### config.mk
export PLATFORM = sky130hd
export DESIGN_NAME = usb_lsp_ctrl
export DESIGN_NICKNAME = d
export VERILOG_FILES = /design/src/rtl/usb_lsp_pkg.sv /design/src/rtl/lsp_run_timer.sv /design/src/rtl/lsp_test_watch.sv /design/src/rtl/lsp_chirp_tracker.sv /design/src/rtl/usb_lsp_ctrl.sv
export SDC_FILE = /design/constraint.sdc
export NUM_CORES = 1
export LEC_CHECK = 0
export BUFFER_PORTS_ARGS = -buffer_cell sky130_fd_sc_hd__buf_2
export CORE_MARGIN = 1.5
export CORE_UTILIZATION = 69
export CTS_BUF_LIST = sky130_fd_sc_hd__clkbuf_8
export CTS_CLUSTER_SIZE = 12
export DETAILED_ROUTE_END_ITERATION = 6
export GPL_ROUTABILITY_DRIVEN = 0
export PLACE_DENSITY = 0.88
export SYNTH_ARGS = -nofsm -noshare
export SYNTH_HDL_FRONTEND = slang
export SYNTH_HIERARCHICAL = 1
export SYNTH_SLANG_ARGS = --single-unit
export TNS_END_PERCENT = 100
### constraint.sdc
create_clock -name clk_i -period 6.2 [get_ports clk_i]
set_clock_uncertainty 0.2 [all_clocks]
set_input_delay 0.31 -clock clk_i [delete_from_list [all_inputs] [get_ports clk_i]]
set_output_delay 0.31 -clock clk_i [all_outputs]
set_load 0.02 [all_outputs]
### src/rtl/usb_lsp_pkg.sv
package usb_lsp_pkg;
  typedef enum logic [1:0] {
    LINE_SE0 = 2'd0,
    LINE_J   = 2'd1,
    LINE_K   = 2'd2,
    LINE_SE1 = 2'd3
  } line_e;

  typedef enum logic [2:0] {
    ST_DISC  = 3'd0,
    ST_FSLS  = 3'd1,
    ST_CHIRP = 3'd2,
    ST_HS    = 3'd3,
    ST_TEST  = 3'd4
  } lsp_state_e;

  localparam int unsigned NUM_PORTS = 2;
  localparam int unsigned PORT_INT  = 0;
  localparam int unsigned PORT_EXT  = 1;
endpackage

### src/rtl/lsp_run_timer.sv
module lsp_run_timer #(
  parameter int unsigned LIMIT = 16
) (
  input  logic clk_i,
  input  logic rst_ni,
  input  logic clr_i,
  input  logic cond_i,
  output logic hit_o
);
  localparam int unsigned CW = $clog2(LIMIT + 1);
  localparam logic [CW-1:0] LAST = CW'(LIMIT - 1);

  logic [CW-1:0] cnt_q;

  // hit on the LIMIT-th consecutive sampled cycle of cond
  assign hit_o = !clr_i && cond_i && (cnt_q == LAST);

  always_ff @(posedge clk_i or negedge rst_ni) begin
    if (!rst_ni) begin
      cnt_q <= '0;
    end else if (clr_i || !cond_i) begin
      cnt_q <= '0;
    end else if (cnt_q != LAST) begin
      cnt_q <= cnt_q + 1'b1;
    end
  end
endmodule

### src/rtl/lsp_test_watch.sv
module lsp_test_watch
  import usb_lsp_pkg::*;
#(
  parameter int unsigned LIMIT = 16
) (
  input  logic       clk_i,
  input  logic       rst_ni,
  input  logic       clr_i,
  input  logic [1:0] line_i,
  output logic       hit_o,
  output logic       lvl_k_o
);
  line_e line, last_q;
  logic  steady;

  assign line    = line_e'(line_i);
  assign steady  = (line == LINE_J || line == LINE_K) && (line == last_q);
  assign lvl_k_o = (line == LINE_K);

  always_ff @(posedge clk_i or negedge rst_ni) begin
    if (!rst_ni) last_q <= LINE_SE0;
    else         last_q <= line;
  end

  lsp_run_timer #(.LIMIT(LIMIT)) u_run (
    .clk_i  (clk_i),
    .rst_ni (rst_ni),
    .clr_i  (clr_i),
    .cond_i (steady),
    .hit_o  (hit_o)
  );
endmodule

### src/rtl/lsp_chirp_tracker.sv
module lsp_chirp_tracker
  import usb_lsp_pkg::*;
#(
  parameter int unsigned MIN_PAIRS = 3
) (
  input  logic       clk_i,
  input  logic       rst_ni,
  input  logic       clr_i,
  input  logic [1:0] line_i,
  output logic       enough_o
);
  localparam int unsigned PW = $clog2(MIN_PAIRS + 1);
  localparam logic [PW-1:0] PMAX = PW'(MIN_PAIRS);

  line_e         line, prev_q;
  logic [PW-1:0] pairs_q;
  logic          kj_edge;

  assign line     = line_e'(line_i);
  assign kj_edge  = (prev_q == LINE_K) && (line == LINE_J);
  assign enough_o = (pairs_q == PMAX);

  // prev tracks always so the entry K is seen before the count opens
  always_ff @(posedge clk_i or negedge rst_ni) begin
    if (!rst_ni) begin
      prev_q  <= LINE_SE0;
      pairs_q <= '0;
    end else begin
      prev_q <= line;
      if (clr_i)                          pairs_q <= '0;
      else if (kj_edge && pairs_q != PMAX) pairs_q <= pairs_q + 1'b1;
    end
  end
endmodule

### src/rtl/usb_lsp_ctrl.sv
module usb_lsp_ctrl
  import usb_lsp_pkg::*;
#(
  parameter int unsigned SE0_CYC   = 750000,
  parameter int unsigned TEST_CYC  = 2048,
  parameter int unsigned MIN_PAIRS = 3
) (
  input  logic       clk_i,
  input  logic       rst_ni,
  input  logic       en_i,
  input  logic [1:0] int_line_i,
  input  logic [1:0] ext_line_i,
  output logic       path_hs_o,
  output logic       resync_en_o,
  output logic       drive_int_o,
  output logic       drive_ext_o,
  output logic       drive_k_o,
  output logic [2:0] state_o
);
  lsp_state_e state_q, state_d;
  logic       src_ext_q, src_ext_d;
  logic       lvl_k_q, lvl_k_d;
  logic       in_hs, chirp_ok, se0_both, se0_hit;

  logic [1:0] lines [NUM_PORTS];
  logic       test_hit [NUM_PORTS];
  logic       test_k   [NUM_PORTS];

  assign lines[PORT_INT] = int_line_i;
  assign lines[PORT_EXT] = ext_line_i;
  assign in_hs    = (state_q == ST_HS);
  assign se0_both = (line_e'(int_line_i) == LINE_SE0) && (line_e'(ext_line_i) == LINE_SE0);

  for (genvar p = 0; p < NUM_PORTS; p++) begin : g_watch
    lsp_test_watch #(.LIMIT(TEST_CYC)) u_watch (
      .clk_i   (clk_i),
      .rst_ni  (rst_ni),
      .clr_i   (!in_hs),
      .line_i  (lines[p]),
      .hit_o   (test_hit[p]),
      .lvl_k_o (test_k[p])
    );
  end

  lsp_chirp_tracker #(.MIN_PAIRS(MIN_PAIRS)) u_chirp (
    .clk_i    (clk_i),
    .rst_ni   (rst_ni),
    .clr_i    (state_q != ST_CHIRP),
    .line_i   (int_line_i),
    .enough_o (chirp_ok)
  );

  lsp_run_timer #(.LIMIT(SE0_CYC)) u_se0 (
    .clk_i  (clk_i),
    .rst_ni (rst_ni),
    .clr_i  (!in_hs),
    .cond_i (se0_both),
    .hit_o  (se0_hit)
  );

  always_comb begin
    state_d   = state_q;
    src_ext_d = src_ext_q;
    lvl_k_d   = lvl_k_q;
    if (!en_i) begin
      state_d = ST_DISC;
    end else begin
      unique case (state_q)
        ST_DISC:  state_d = ST_FSLS;
        ST_FSLS:  if (line_e'(int_line_i) == LINE_K) state_d = ST_CHIRP;
        ST_CHIRP: if (line_e'(int_line_i) == LINE_SE0) state_d = chirp_ok ? ST_HS : ST_FSLS;
        ST_HS: begin
          if (test_hit[PORT_INT]) begin
            state_d   = ST_TEST;
            src_ext_d = 1'b0;
            lvl_k_d   = test_k[PORT_INT];
          end else if (test_hit[PORT_EXT]) begin
            state_d   = ST_TEST;
            src_ext_d = 1'b1;
            lvl_k_d   = test_k[PORT_EXT];
          end else if (se0_hit) begin
            state_d = ST_FSLS;
          end
        end
        ST_TEST:  state_d = ST_TEST;
        default:  state_d = ST_FSLS;
      endcase
    end
  end

  always_ff @(posedge clk_i or negedge rst_ni) begin
    if (!rst_ni) begin
      state_q   <= ST_FSLS;
      src_ext_q <= 1'b0;
      lvl_k_q   <= 1'b0;
    end else begin
      state_q   <= state_d;
      src_ext_q <= src_ext_d;
      lvl_k_q   <= lvl_k_d;
    end
  end

  assign state_o     = state_q;
  assign path_hs_o   = in_hs;
  assign resync_en_o = in_hs || (state_q == ST_TEST);
  assign drive_int_o = (state_q == ST_TEST) && src_ext_q;
  assign drive_ext_o = (state_q == ST_TEST) && !src_ext_q;
  assign drive_k_o   = (state_q == ST_TEST) && lvl_k_q;
endmodule

==> results.cfg <==
[critical_path]
worstPathArrival_ns = 3.17
start_kind = input pin
crit_chain = dlygate4sd3_1, buf_2, inv_1, ha_1, nor3_2, nand2b_1, nor4_1, nor2b_1, a32oi_1, nand3_1
cp_num_buf_inv = 3
cp.required_ns = 6.22
path_delay_family = simple AND/OR/NAND/NOR gates
cp_max_fo = 11
rr_worst_depth = 6
r2r-start = state_o[0]
slowest_delay_ns = 0.77
crit_type = input pin to register
crit_slowest_cell = nor4_1
r2r-end = lvl_k_q
crit_end = lvl_k_q
crit_start = int_line_i[0]
r2r_setup_slack_ns = 3.33
endpoint_kind = register
path_depth = 10

[floorplan]
die_area_sq_mm = 0.005041
initial_core_util_pct = 72.28
die_h_microns = 71
fp.dieW_microns = 71
core_region_area_sq_mm = 0.004414
rows = 24
ios = 15

[sta]
fin_setup_tns_ns = 0
grt_setup_unrepaired = false
clock.fmax_mhz = 317.4
period_minus_slack_ns = 3.150
setup_ws_ns = 3.050
hold_viol_final = 0
finalCritPeriodShare_pct = 50.81
relSlewSlack_pct = 46.18
slew_viol_final = 0
setup_viol = 0
tightestPinTransition_ns = 0.8000

[outcome]
status = complete, no violations

[drt]
viasPerCell = 6.294
route.detailed.drc = 0
route.vias.total = 2568
ant_nets = 0
dr.pass1.iters = 4
wl_microns = 6605
first_iter_violations = 219
wl_per_cell_microns = 16.19

[cts]
cts_buffer_depth = 2
numCtsBuffers = 9
cts_hold_buffers = 5
root_buffer = clkbuf_8
postCtsResizedCells = 0
clk_latency_ns = 0.34
tritoncts = built
clkSlewWorstSetupHoldPaths_ns = 0.07
cts_num_sinks = 57
htreeDepth = 3
post_cts_buffers = 0

[synth]
synth.most_common_cell = dfrtp_1
ys_seq_area_share_pct = 44.75
muxShareOfSynthArea_pct = 2.549
synth_fa_ha_area_share_pct = 2.353
ys_ff_latch = 57
synthXorXnorAreaFrac_pct = 4.941
synthCells = 327
synth_compound_area_share_pct = 12.75
synthFlopType = dfrtp_1
yosysUniqueCellTypes = 52
synthSimpleGateAreaFrac_pct = 29.53
synth_edf_count = 0
synth_area_leaders = dfrtp_1 (44%), nor2_1 (3.8%), a21oi_1 (3.0%)
yosysTopAreaCell = dfrtp_1
synthTopCellsByCount = dfrtp_1 (56), nor2_1 (32), nand2_1 (20)
syn-cell-area_sq_mm = 0.003191
syn_nets = 340
synth_async_sr_flop_share_pct = 100.0
synth_top_family_by_area = simple AND/OR/NAND/NOR gates
yosys.area.top_type_share_pct = 43.92
ys_warn_count = 6
avgSynthCellArea_sq_um = 9.757

[power_and_ir_drop]
ir_drop_mv = 0.2199
power_leakage_nw = 1.426
power.density_mw_per_mm2 = 240.6

[place]
io_buffer_count = 14
place_area_sq_mm = 0.003282
place_ws_ns = 3.316
dp_hpwl_microns = 4222
placed_cells = 387

[global_routing]
grt_pass1_wl_microns = 11500
grt_overflow_total = 0
grt.total_usage_pct = 29.18
grt_max_degree = 58
grt_pass1_vias = 2467
antenna_found_initial = 0

[min_path]
hold_path.class = input pin to register
hold_depth = 3

[run]
max-cap-violations = 0

[cells_and_area]
final_core_util_pct = 80.67
syn_to_final_growth_pct = 11.61
stdcell_area_sq_mm = 0.003561
finalNonFillerCells = 408
final_nets = 364
drive_gt1_share_pct = 15.17
diodes = 0
fill_cells = 285
==> worst reg2reg max path, delay by kind of cell (launching register included) <==
kind            cells  cell delay (ns)
flops               1             0.62
simple gates        5             1.68
compound gates      1             0.24
==> area by class of cell <==
type                       count  area, sq um  share of cell area [%]
inverter                      13        48.80                   1.370
clock buffer                  11        151.4                   4.252
clock inverter                 5        77.57                   2.178
timing repair buffer          20        127.6                   3.584
multi-input combinational    250         1663                   46.70
sequential                    57         1428                   40.09
tap                           52        65.06                   1.827
==> stage by stage <==
step	hold slack, ns	power (mW)
floorplan	-0.1856	0.4398
global placement	0.2801	0.4589
detailed placement	0.2746	0.4611
CTS	0.003659	0.8600
global route	0.01814	0.8860
finish	0.01579	0.8569
==> layer usage <==
layer	GRT usage (%)	routed length (microns)	up-vias
met5	0	0	-
met4	13.63	114	0
met3	4.986	250	10
met2	46.94	3230	73
met1	38.76	3010	1246
li1	-	-	1239
==> power by group <==
group	internal [mW]	total (mW)	leakage [nW]	switching (mW)
Clock	0.247	0.398	0.115	0.152
Combinational	0.0268	0.0672	0.533	0.0404
Sequential	0.380	0.392	0.778	0.0120
==> cells by family after synthesis <==
logic type	Yosys count
multiplexers	8
adder cells (fa/ha/maj)	6
buffers and inverters	20
flip-flops	57
AND/OR/NAND/NOR	157
XOR/XNOR	18
AO/OA/AOI/OAI	61
==> placed cells by master (no fill, tap or decap), drive strengths merged, types with 3 or more instances in the layout <==
cell type	n
or3	10
a21oi	19
and4b	3
nor2b	6
nor2	33
nand2b	9
a31oi	10
o21ai	18
and4	5
clkbuf	11
o31ai	6
nor3	14
dfrtp	56
inv	13
mux2i	7
dlygate4sd3	5
nand4	10
and2	4
nand3	19
and3	5
xor2	10
ha	6
buf	15
nor4	6
xnor2	8
nand2	20
==> state kept, by name, indices dropped and copies added (netlist names) <==
| register | flops |
|---|---|
| g_watch.u_watch/u_run/cnt_q | 24 |
| u_se0/cnt_q | 20 |
| g_watch.u_watch/last_q | 4 |
| state_o | 3 |
| u_chirp/pairs_q | 2 |
| u_chirp/prev_q | 2 |
| lvl_k_q | 1 |
| src_ext_q | 1 |
==> worst min path at each step <==
stage | start | endpoint | slack (ns)
final | en_i | state_o[0] | 0.02
after detailed placement | ext_line_i[0] | g_watch[1].u_watch/last_q[0] | 0.27
after global placement | ext_line_i[0] | g_watch[1].u_watch/last_q[0] | 0.28
after CTS | en_i | state_o[0] | 0.004
after floorplan | rst_ni | g_watch[0].u_watch/last_q[0] | -0.19
after global routing | en_i | state_o[0] | 0.02
No activity file was read; power rests on OpenSTA's default activity.
